`src/rtl/ledline_rx_pkg.sv`:
```
package ledline_rx_pkg;
    typedef enum logic [2:0] {
        ST_QUIET   = 3'd0,
        ST_ARMED   = 3'd1,
        ST_DELAY   = 3'd2,
        ST_WAITLOW = 3'd3,
        ST_GAP     = 3'd4
    } rx_state_t;
endpackage

```
`src/rtl/ledline_rx_sync.sv`:
```
module ledline_rx_sync #(
    parameter int STAGES = 2
) (
    input  logic clk,
    input  logic rst_n,
    input  logic async_in,
    output logic level,
    output logic rise
);
    logic [STAGES-1:0] chain;
    logic              level_d;

    always_ff @(posedge clk) begin
        if (!rst_n) begin
            chain   <= '0;
            level_d <= 1'b0;
        end else begin
            chain   <= {chain[STAGES-2:0], async_in};
            level_d <= chain[STAGES-1];
        end
    end

    assign level = chain[STAGES-1];
    assign rise  = chain[STAGES-1] & ~level_d;
endmodule

```
`src/rtl/ledline_rx_fsm.sv`:
```
module ledline_rx_fsm
    import ledline_rx_pkg::*;
#(
    parameter int QUIET_TICKS  = 1280,
    parameter int RESET_TICKS  = 6400,
    parameter int SAMPLE_TICKS = 63
) (
    input  logic clk,
    input  logic rst_n,
    input  logic line_s,
    input  logic line_rise,
    output logic bit_stb,
    output logic bit_val,
    output logic frame_done
);
    localparam int MAXT = (QUIET_TICKS > RESET_TICKS) ?
                          ((QUIET_TICKS > SAMPLE_TICKS) ? QUIET_TICKS : SAMPLE_TICKS) :
                          ((RESET_TICKS > SAMPLE_TICKS) ? RESET_TICKS : SAMPLE_TICKS);
    localparam int CW = $clog2(MAXT + 1);

    rx_state_t     state, state_n;
    logic [CW-1:0] cnt, cnt_n;
    logic          stb_n, val_n, done_n;

    always_comb begin
        state_n = state;
        cnt_n   = cnt + CW'(1);
        stb_n   = 1'b0;
        val_n   = 1'b0;
        done_n  = 1'b0;
        unique case (state)
            ST_QUIET: begin
                if (line_s) begin
                    cnt_n = '0;
                end else if (cnt == CW'(QUIET_TICKS - 1)) begin
                    state_n = ST_ARMED;
                    cnt_n   = '0;
                end
            end
            ST_ARMED: begin
                cnt_n = '0;
                if (line_rise) state_n = ST_DELAY;
            end
            ST_DELAY: begin
                if (cnt == CW'(SAMPLE_TICKS - 1)) begin
                    stb_n   = 1'b1;
                    val_n   = line_s;
                    state_n = ST_WAITLOW;
                    cnt_n   = '0;
                end
            end
            ST_WAITLOW: begin
                cnt_n = '0;
                if (!line_s) begin
                    state_n = ST_GAP;
                    cnt_n   = CW'(1);
                end
            end
            ST_GAP: begin
                if (line_rise) begin
                    state_n = ST_DELAY;
                    cnt_n   = '0;
                end else if (cnt == CW'(RESET_TICKS - 1)) begin
                    done_n  = 1'b1;
                    state_n = ST_QUIET;
                    cnt_n   = '0;
                end
            end
            default: begin
                state_n = ST_QUIET;
                cnt_n   = '0;
            end
        endcase
    end

    // state register
    always_ff @(posedge clk) begin
        if (!rst_n) begin
            state <= ST_QUIET;
            cnt   <= '0;
        end else begin
            state <= state_n;
            cnt   <= cnt_n;
        end
    end

    // outputs
    always_ff @(posedge clk) begin
        if (!rst_n) begin
            bit_stb    <= 1'b0;
            bit_val    <= 1'b0;
            frame_done <= 1'b0;
        end else begin
            bit_stb    <= stb_n;
            bit_val    <= val_n;
            frame_done <= done_n;
        end
    end

    // bit timing never overruns the sample delay
    a_r3_sample_window: assert property (@(posedge clk) disable iff (!rst_n)
        (state == ST_DELAY) |-> (cnt < CW'(SAMPLE_TICKS)));

    // arming happens only out of a low line
    a_r2_arm_on_low: assert property (@(posedge clk) disable iff (!rst_n)
        (state == ST_ARMED && $past(state) == ST_QUIET) |-> !$past(line_s));

    // frame end is declared only while the line is low
    a_r5_done_low: assert property (@(posedge clk) disable iff (!rst_n)
        frame_done |-> !$past(line_s));

    // after frame end the controller is back in the quiet check
    a_r7_requiet: assert property (@(posedge clk) disable iff (!rst_n)
        frame_done |-> (state == ST_QUIET));
endmodule

```
`src/rtl/ledline_rx_shift.sv`:
```
module ledline_rx_shift #(
    parameter int BYTE_W = 8
) (
    input  logic              clk,
    input  logic              rst_n,
    input  logic              bit_stb,
    input  logic              bit_val,
    input  logic              clear,
    output logic              byte_valid,
    output logic [BYTE_W-1:0] byte_data
);
    localparam int BC_W = $clog2(BYTE_W);

    logic [BYTE_W-1:0] sreg;
    logic [BC_W-1:0]   bcnt;

    always_ff @(posedge clk) begin
        if (!rst_n) begin
            sreg       <= '0;
            bcnt       <= '0;
            byte_valid <= 1'b0;
            byte_data  <= '0;
        end else begin
            byte_valid <= 1'b0;
            if (clear) begin
                sreg <= '0;
                bcnt <= '0;
            end else if (bit_stb) begin
                sreg <= {sreg[BYTE_W-2:0], bit_val};
                if (bcnt == BC_W'(BYTE_W - 1)) begin
                    bcnt       <= '0;
                    byte_valid <= 1'b1;
                    byte_data  <= {sreg[BYTE_W-2:0], bit_val};
                end else begin
                    bcnt <= bcnt + BC_W'(1);
                end
            end
        end
    end

    // bytes are separated by at least one idle cycle
    a_r4_byte_gap: assert property (@(posedge clk) disable iff (!rst_n)
        byte_valid |=> !byte_valid);

    // a cleared frame restarts the bit count
    a_r6_clear_count: assert property (@(posedge clk) disable iff (!rst_n)
        clear |=> (bcnt == '0));
endmodule

```
`src/rtl/ledline_rx.sv`:
```
module ledline_rx #(
    parameter int QUIET_TICKS  = 1280,
    parameter int RESET_TICKS  = 6400,
    parameter int SAMPLE_TICKS = 63
) (
    input  logic       clk,
    input  logic       rst_n,
    input  logic       line_in,
    output logic       byte_valid,
    output logic [7:0] byte_data,
    output logic       frame_done
);
    logic line_s, line_rise, bit_stb, bit_val;

    ledline_rx_sync #(.STAGES(2)) u_sync (
        .clk(clk), .rst_n(rst_n), .async_in(line_in),
        .level(line_s), .rise(line_rise)
    );

    ledline_rx_fsm #(
        .QUIET_TICKS(QUIET_TICKS), .RESET_TICKS(RESET_TICKS),
        .SAMPLE_TICKS(SAMPLE_TICKS)
    ) u_fsm (
        .clk(clk), .rst_n(rst_n), .line_s(line_s), .line_rise(line_rise),
        .bit_stb(bit_stb), .bit_val(bit_val), .frame_done(frame_done)
    );

    ledline_rx_shift #(.BYTE_W(8)) u_shift (
        .clk(clk), .rst_n(rst_n), .bit_stb(bit_stb), .bit_val(bit_val),
        .clear(frame_done), .byte_valid(byte_valid), .byte_data(byte_data)
    );

    // byte strobe and frame pulse never coincide
    a_r8_no_overlap: assert property (@(posedge clk) disable iff (!rst_n)
        !(byte_valid && frame_done));
endmodule

```
`config.mk`:
```
export PLATFORM = sky130hd
export DESIGN_NAME = ledline_rx
export DESIGN_NICKNAME = d
export VERILOG_FILES = /design/src/rtl/ledline_rx_pkg.sv /design/src/rtl/ledline_rx_sync.sv /design/src/rtl/ledline_rx_fsm.sv /design/src/rtl/ledline_rx_shift.sv /design/src/rtl/ledline_rx.sv
export SDC_FILE = /design/constraint.sdc
export NUM_CORES = 1
export LEC_CHECK = 0
export BUFFER_PORTS_ARGS = -buffer_cell sky130_fd_sc_hd__clkbuf_2
export CAP_MARGIN = 20
export CORE_MARGIN = 2
export CORE_UTILIZATION = 50
export CTS_CLUSTER_DIAMETER = 80
export DETAILED_ROUTE_END_ITERATION = 8
export PLACE_DENSITY = 0.74
export SETUP_SLACK_MARGIN = 0.1
export SLEW_MARGIN = 20
export SYNTH_ARGS = -nofsm -noshare
export SYNTH_HDL_FRONTEND = slang
export SYNTH_SLANG_ARGS = --single-unit
export TNS_END_PERCENT = 20
```
`constraint.sdc`:
```
create_clock -name clk -period 2.2 [get_ports clk]
set_input_delay 0.55 -clock clk [delete_from_list [all_inputs] [get_ports clk]]
set_output_delay 0.55 -clock clk [all_outputs]
set_load 0.05 [all_outputs]
```
# Word level (Yosys, flattened, before mapping)
# Index checks and enable logic that the tools add are counted.
# Widths: inputs -> output; s select.
# op_classes
n_addsub	2
n_eq_ne	14
muxes	19
bitwise_logic	6
reduce_logical	8
# ops
cell	n
$mux 13	5
$pmux 13 s4	1
$mux 3	8
$pmux 3 s5	1
$add 13x1->13 const B	1
$eq 13x11->1 const B	1
$eq 13x13->1 const B	1
$eq 13x6->1 const B	1
$eq 3x2->1 const B	2
$eq 3x3->1 const B	2
$ne 2x2->1 const B	3
$reduce_and 3->1	2
$reduce_and 6->1	1
$reduce_or 3->1	2
$not 1->1	5
$mux 1	4
$ne 2x1->1 const B	2
$add 3x1->3 const B	1
$eq 3x1->1 const B	1
$logic_not 3->1	1
$ne 3x2->1 const B	1
$reduce_and 2->1	1
$reduce_or 2->1	1
$and 1x1->1	1
# word_totals
reg_bits	41
in_bits	3
output_inout_bits	10
elab_cells	60

# Longest topological paths before layout
# logic_depth
ltp_word	4
depth_mapped	8

# By module
# A second synthesis with hierarchy kept.
# unflattened
hier_cells	194
hier_area_um2	1778.0
# modules_own_cells
mod	n_inst	cells_per_inst	area_each_um2	seq_area_each_um2
ledline_rx_fsm	1	112	937.1	380.4
ledline_rx_shift	1	75	748.2	380.4
ledline_rx_sync	1	7	92.6	60.1

# Worst setup path after synthesis
# No wires, ideal clock.
# synth_path
kind	register to register
from	reg u_fsm.cnt[0]
to	reg u_fsm.cnt[4]
setup_time_ps	116
arrival_ps	1647
required_ps	2084
setup_slack_ps	437
stages_incl_launch_ff	9
n_path_buf	1
cell_sequence	dfxtp_1 inv_1 ha_1 or4b_1 nor4_4 o22ai_2 o21ai_2 buf_6 nor2_1
# synth_between
elab_chain_cells	4
word_cells_on_any_way	10
cone_classes	add/sub (1); eq/ne (3); mux (6)
# synth_rtl
item	line	rtl
start: declaration	ledline_rx_fsm.sv:22	logic [CW-1:0] cnt, cnt_n;
start signal: assignment	ledline_rx_fsm.sv:83	cnt <= cnt_n;
$add 13x1->13 (tied with other cells)	ledline_rx_fsm.sv:27	cnt_n = cnt + CW'(1);
$mux 13, on equally long branches	ledline_rx_fsm.sv:63, ledline_rx_fsm.sv:35	
$mux 13, on equally long branches	ledline_rx_fsm.sv:60, ledline_rx_fsm.sv:33	
$pmux 13 s4 (*)	ledline_rx_fsm.sv:31	unique case (state)
# Mark *: on every way between the ends. The rest lies on a longest branch, timed or not.
# A chain may end at the register's enable or synchronous reset.

# Worst setup path after layout
# layout_path
from	reg u_fsm.cnt[0]
to	reg u_fsm.cnt[11]
# The elaborated chain is that of the path after synthesis.

==> out/qor.csv <==
stage;metric;value;unit
run_status;status;completed;
sta;grt_setup_unrepaired;no;
clocking;ctsRootBufferMaster;clkbuf_4;
sta;hold_viol;0;
setup_path;setup.worst_path.class;flip-flop to flip-flop;
clocking;clkLatencyLatePin;0.36;ns
power;switchingPower;267.2;µW
setup_path;reg2reg_slack;0.27;ns
setup_path;max_stage_delay;0.49;ns
clocking;post_cts_buffers;0;
floorplanning;die_y;63.42;µm
floorplanning;die_x;63.42;µm
clocking;ctsHoldBuffers;0;
clocking;cts_tree;done;
layout;layout_commonest_cell;dfxtp_1;
grt;grt_max_degree;20;
setup_path;startpoint;u_fsm.cnt[0];
layout;layout_common_cells;dfxtp_1 (41), nor2_1 (35), mux2i_1 (17), clkbuf_2 (12), xnor2_1 (11);
setup_path;worstPathCellList;inv_1 > ha_1 > or4b_1 > nor4_4 > o22ai_2 > o21ai_2 > buf_4 > nor2_1;
floorplanning;core_area;0.003363;mm²
route;wire_per_inst;11.67;µm
power;intPower;1032;µW
clocking;cts.sinks;41;
grt;use_met3;0.04286;
run;max_cap_violations;0;
sta;period_share;0.8760;
sta;fin_ws;0.2728;ns
clocking;cts.path.max_buffers;2;
clocking;cts_resized;0;
sta;setup_violations;0;
setup_path;crit_path_max_fanout;12;
power;clkPwrFrac;0.393;
layout;ff_latch_area;820.8;µm²
setup_path;critPathCapture;u_fsm.cnt[11];
layout;drive_above_1_share;0.1508;
setup_path;cp-end-kind;flip-flop;
setup_path;cp.required;2.45;ns
sta;skew;0.01289;ns
grt;track_usage;0.1671;
setup_path;r2r-end;u_fsm.cnt[11];
layout;layout-area-overhead-vs-synth;10.63;%
logic_synthesis;syn_nets;192;
layout;multi_input_area;880.8;µm²
power;p_leak;0.0007657;µW
clocking;cts_max_level;2;
placement;post-dp-hpwl;2112;µm
sta;hold_ws;0.3970;ns
placement;io_buffers;12;
layout;diodes;0;
logic_synthesis;synthTopCellsByArea;dfxtp_1 (46%), mux2i_1 (9.6%), nor2_1 (7.4%);
route;vias_per_cell;5.110;
setup_path;critical_path_arrival;2.18;ns
logic_synthesis;synth_top_cell_by_area;dfxtp_1;
clocking;clkTransAtPathRegs;0.11;ns
logic_synthesis;synth_top_area_share;0.4649;
grt;antenna_found_initial;0;
grt;grt_pass1_wl;5175;µm
logic_synthesis;ys_types;34;
sta;slew_viol_final;0;
power;swShare;0.2057;
hold_path;hold_class;input port to flip-flop;
floorplanning;ios;13;
logic_synthesis;synth_area_per_cell;9.543;µm²
grt;met1_usage;0.1898;
hold_path;whs_path_depth;2;
sta;slew_headroom;0.5726;
grt;gr-max-usage-layer;met2;
route;remaining_drc_errors;0;
sta;fmax;518.9;MHz
power;seqPwrFrac;0.581;
setup_path;critPathSlowestCell;or4b_1;
floorplanning;row_count;21;
placement;gp_congestion;0.7741;
route;ant_nets;0;
route;wl;2860;µm
route;vias;1252;
sta;finalSetupTns;0;ns
logic_synthesis;ys_ff_latch;41;
layout;fin_util;0.5807;
power;peakVddDrop;307.5;µV
grt;grt_overflow;0;
layout;fillers;326;
sta;period_minus_slack;1.927;ns
layout;nets;205;
power;p_per_area;665.0;mW/mm²
clocking;cts_buffers;5;
grt;grt_pass1_vias;1228;
setup_path;r2r-start;u_fsm.cnt[0];
placement;post-place-ws;0.2832;ns
route;dr.first_iter.drc_count;87;
logic_synthesis;postSynthCellCount;185;
logic_synthesis;yosysSeqAreaShare;0.4649;
logic_synthesis;synth_area;0.001765;mm²
logic_synthesis;ys_warn_count;0;
power;power_frac_comb;0.026;
setup_path;startpoint_type;flip-flop;
route;firstDrtPassIters;4;
grt;gr-usage-met2;0.2816;
sta;tightest_slew;0.6328;ns
floorplanning;start_util;0.5249;
floorplanning;dieArea;0.004022;mm²
setup_path;r2r_cells;8;
## layout make-up
cell class / count / area share
well taps: 46 / 0.02947
flip-flops and latches: 41 / 0.4202
clock buffers: 6 / 0.02627
inverters: 6 / 0.01153
multi-input cells: 129 / 0.4510
clock inverters: 2 / 0.01922
repair buffers: 15 / 0.04228
## Yosys cell counts (all sizes together)
master,instances
and2,5
nand2,8
o211ai,1
or4b,2
buf,1
xor2,1
or2,1
ha,4
clkbuf,8
o22ai,2
dfxtp,41
nand3b,2
inv,6
o41ai,2
nand2b,4
xnor2,11
or4,1
nor2,35
and3,1
nor4,2
nor2b,8
o31ai,1
and4,2
mux2i,17
a21boi,1
nand3,5
nor3,2
o311a,1
o21ai,4
nand4,3
a21oi,3
## worst max-delay path: cells and delay by family, from the launching register on
| family | cells | cell delay [ns] |
|---|---|---|
| AOI/OAI and AO/OA | 2 | 0.31 |
| adders and majority gates | 1 | 0.14 |
| buffers and inverters | 2 | 0.27 |
| DFF | 1 | 0.35 |
| and+or+nand+nor | 3 | 0.75 |
## through the flow
step	cell area (µm²)	instances	total power (µW)
floorplan	1765	185	797.5
global placement	1864	237	802.8
detailed placement	1864	237	805.1
CTS	1953	245	1317
global route	1953	245	1358
finish	1953	245	1299
## sequential cells by signal, summed over array words and instances (netlist names)
name                flops
u_fsm.cnt              13
u_shift.byte_data       8
u_shift.sreg            7
u_fsm.state             3
u_shift.bcnt            3
u_sync.chain            2
u_fsm.bit_stb           1
u_fsm.bit_val           1
u_fsm.frame_done        1
u_shift.byte_valid      1
u_sync.level_d          1
## logic make-up after synthesis
logic type | count (synthesis) | synth area share
buffers and inverters | 15 | 0.03614
XOR/XNOR | 12 | 0.05953
AO/OA/AOI/OAI | 15 | 0.06521
multiplexers | 17 | 0.09638
flip-flops | 41 | 0.4649
AND/OR/NAND/NOR | 81 | 0.2495
adder cells (fa/ha/maj) | 4 | 0.02835
## worst min path at each step
stage,start,endpoint
2_1_floorplan,u_sync.chain[0],u_sync.chain[1]
3_3_place_gp,u_sync.chain[0],u_sync.chain[1]
3_5_place_dp,u_sync.chain[0],u_sync.chain[1]
4_1_cts,line_in,u_sync.chain[0]
5_1_grt,line_in,u_sync.chain[0]
6_report,line_in,u_sync.chain[0]
## power by group through the flow
stage / clock, µW / sequential, µW / combinational [µW]
final: 511 / 755 / 33.2
after CTS: 528 / 755 / 33.8
after detailed placement: 0 / 772 / 33.5
after global placement: 0 / 771 / 31.9
after global routing: 563 / 756 / 38.4
after floorplan: 0 / 770 / 27.5
## metal layers
layer,wire (µm),up-vias,part of all wire
li1,-,647,-
met1,1248,565,0.44
met2,1402,32,0.49
met3,128,8,0.045
met4,81,0,0.028
met5,0,-,0
No activity file was read; power rests on OpenSTA's default activity.
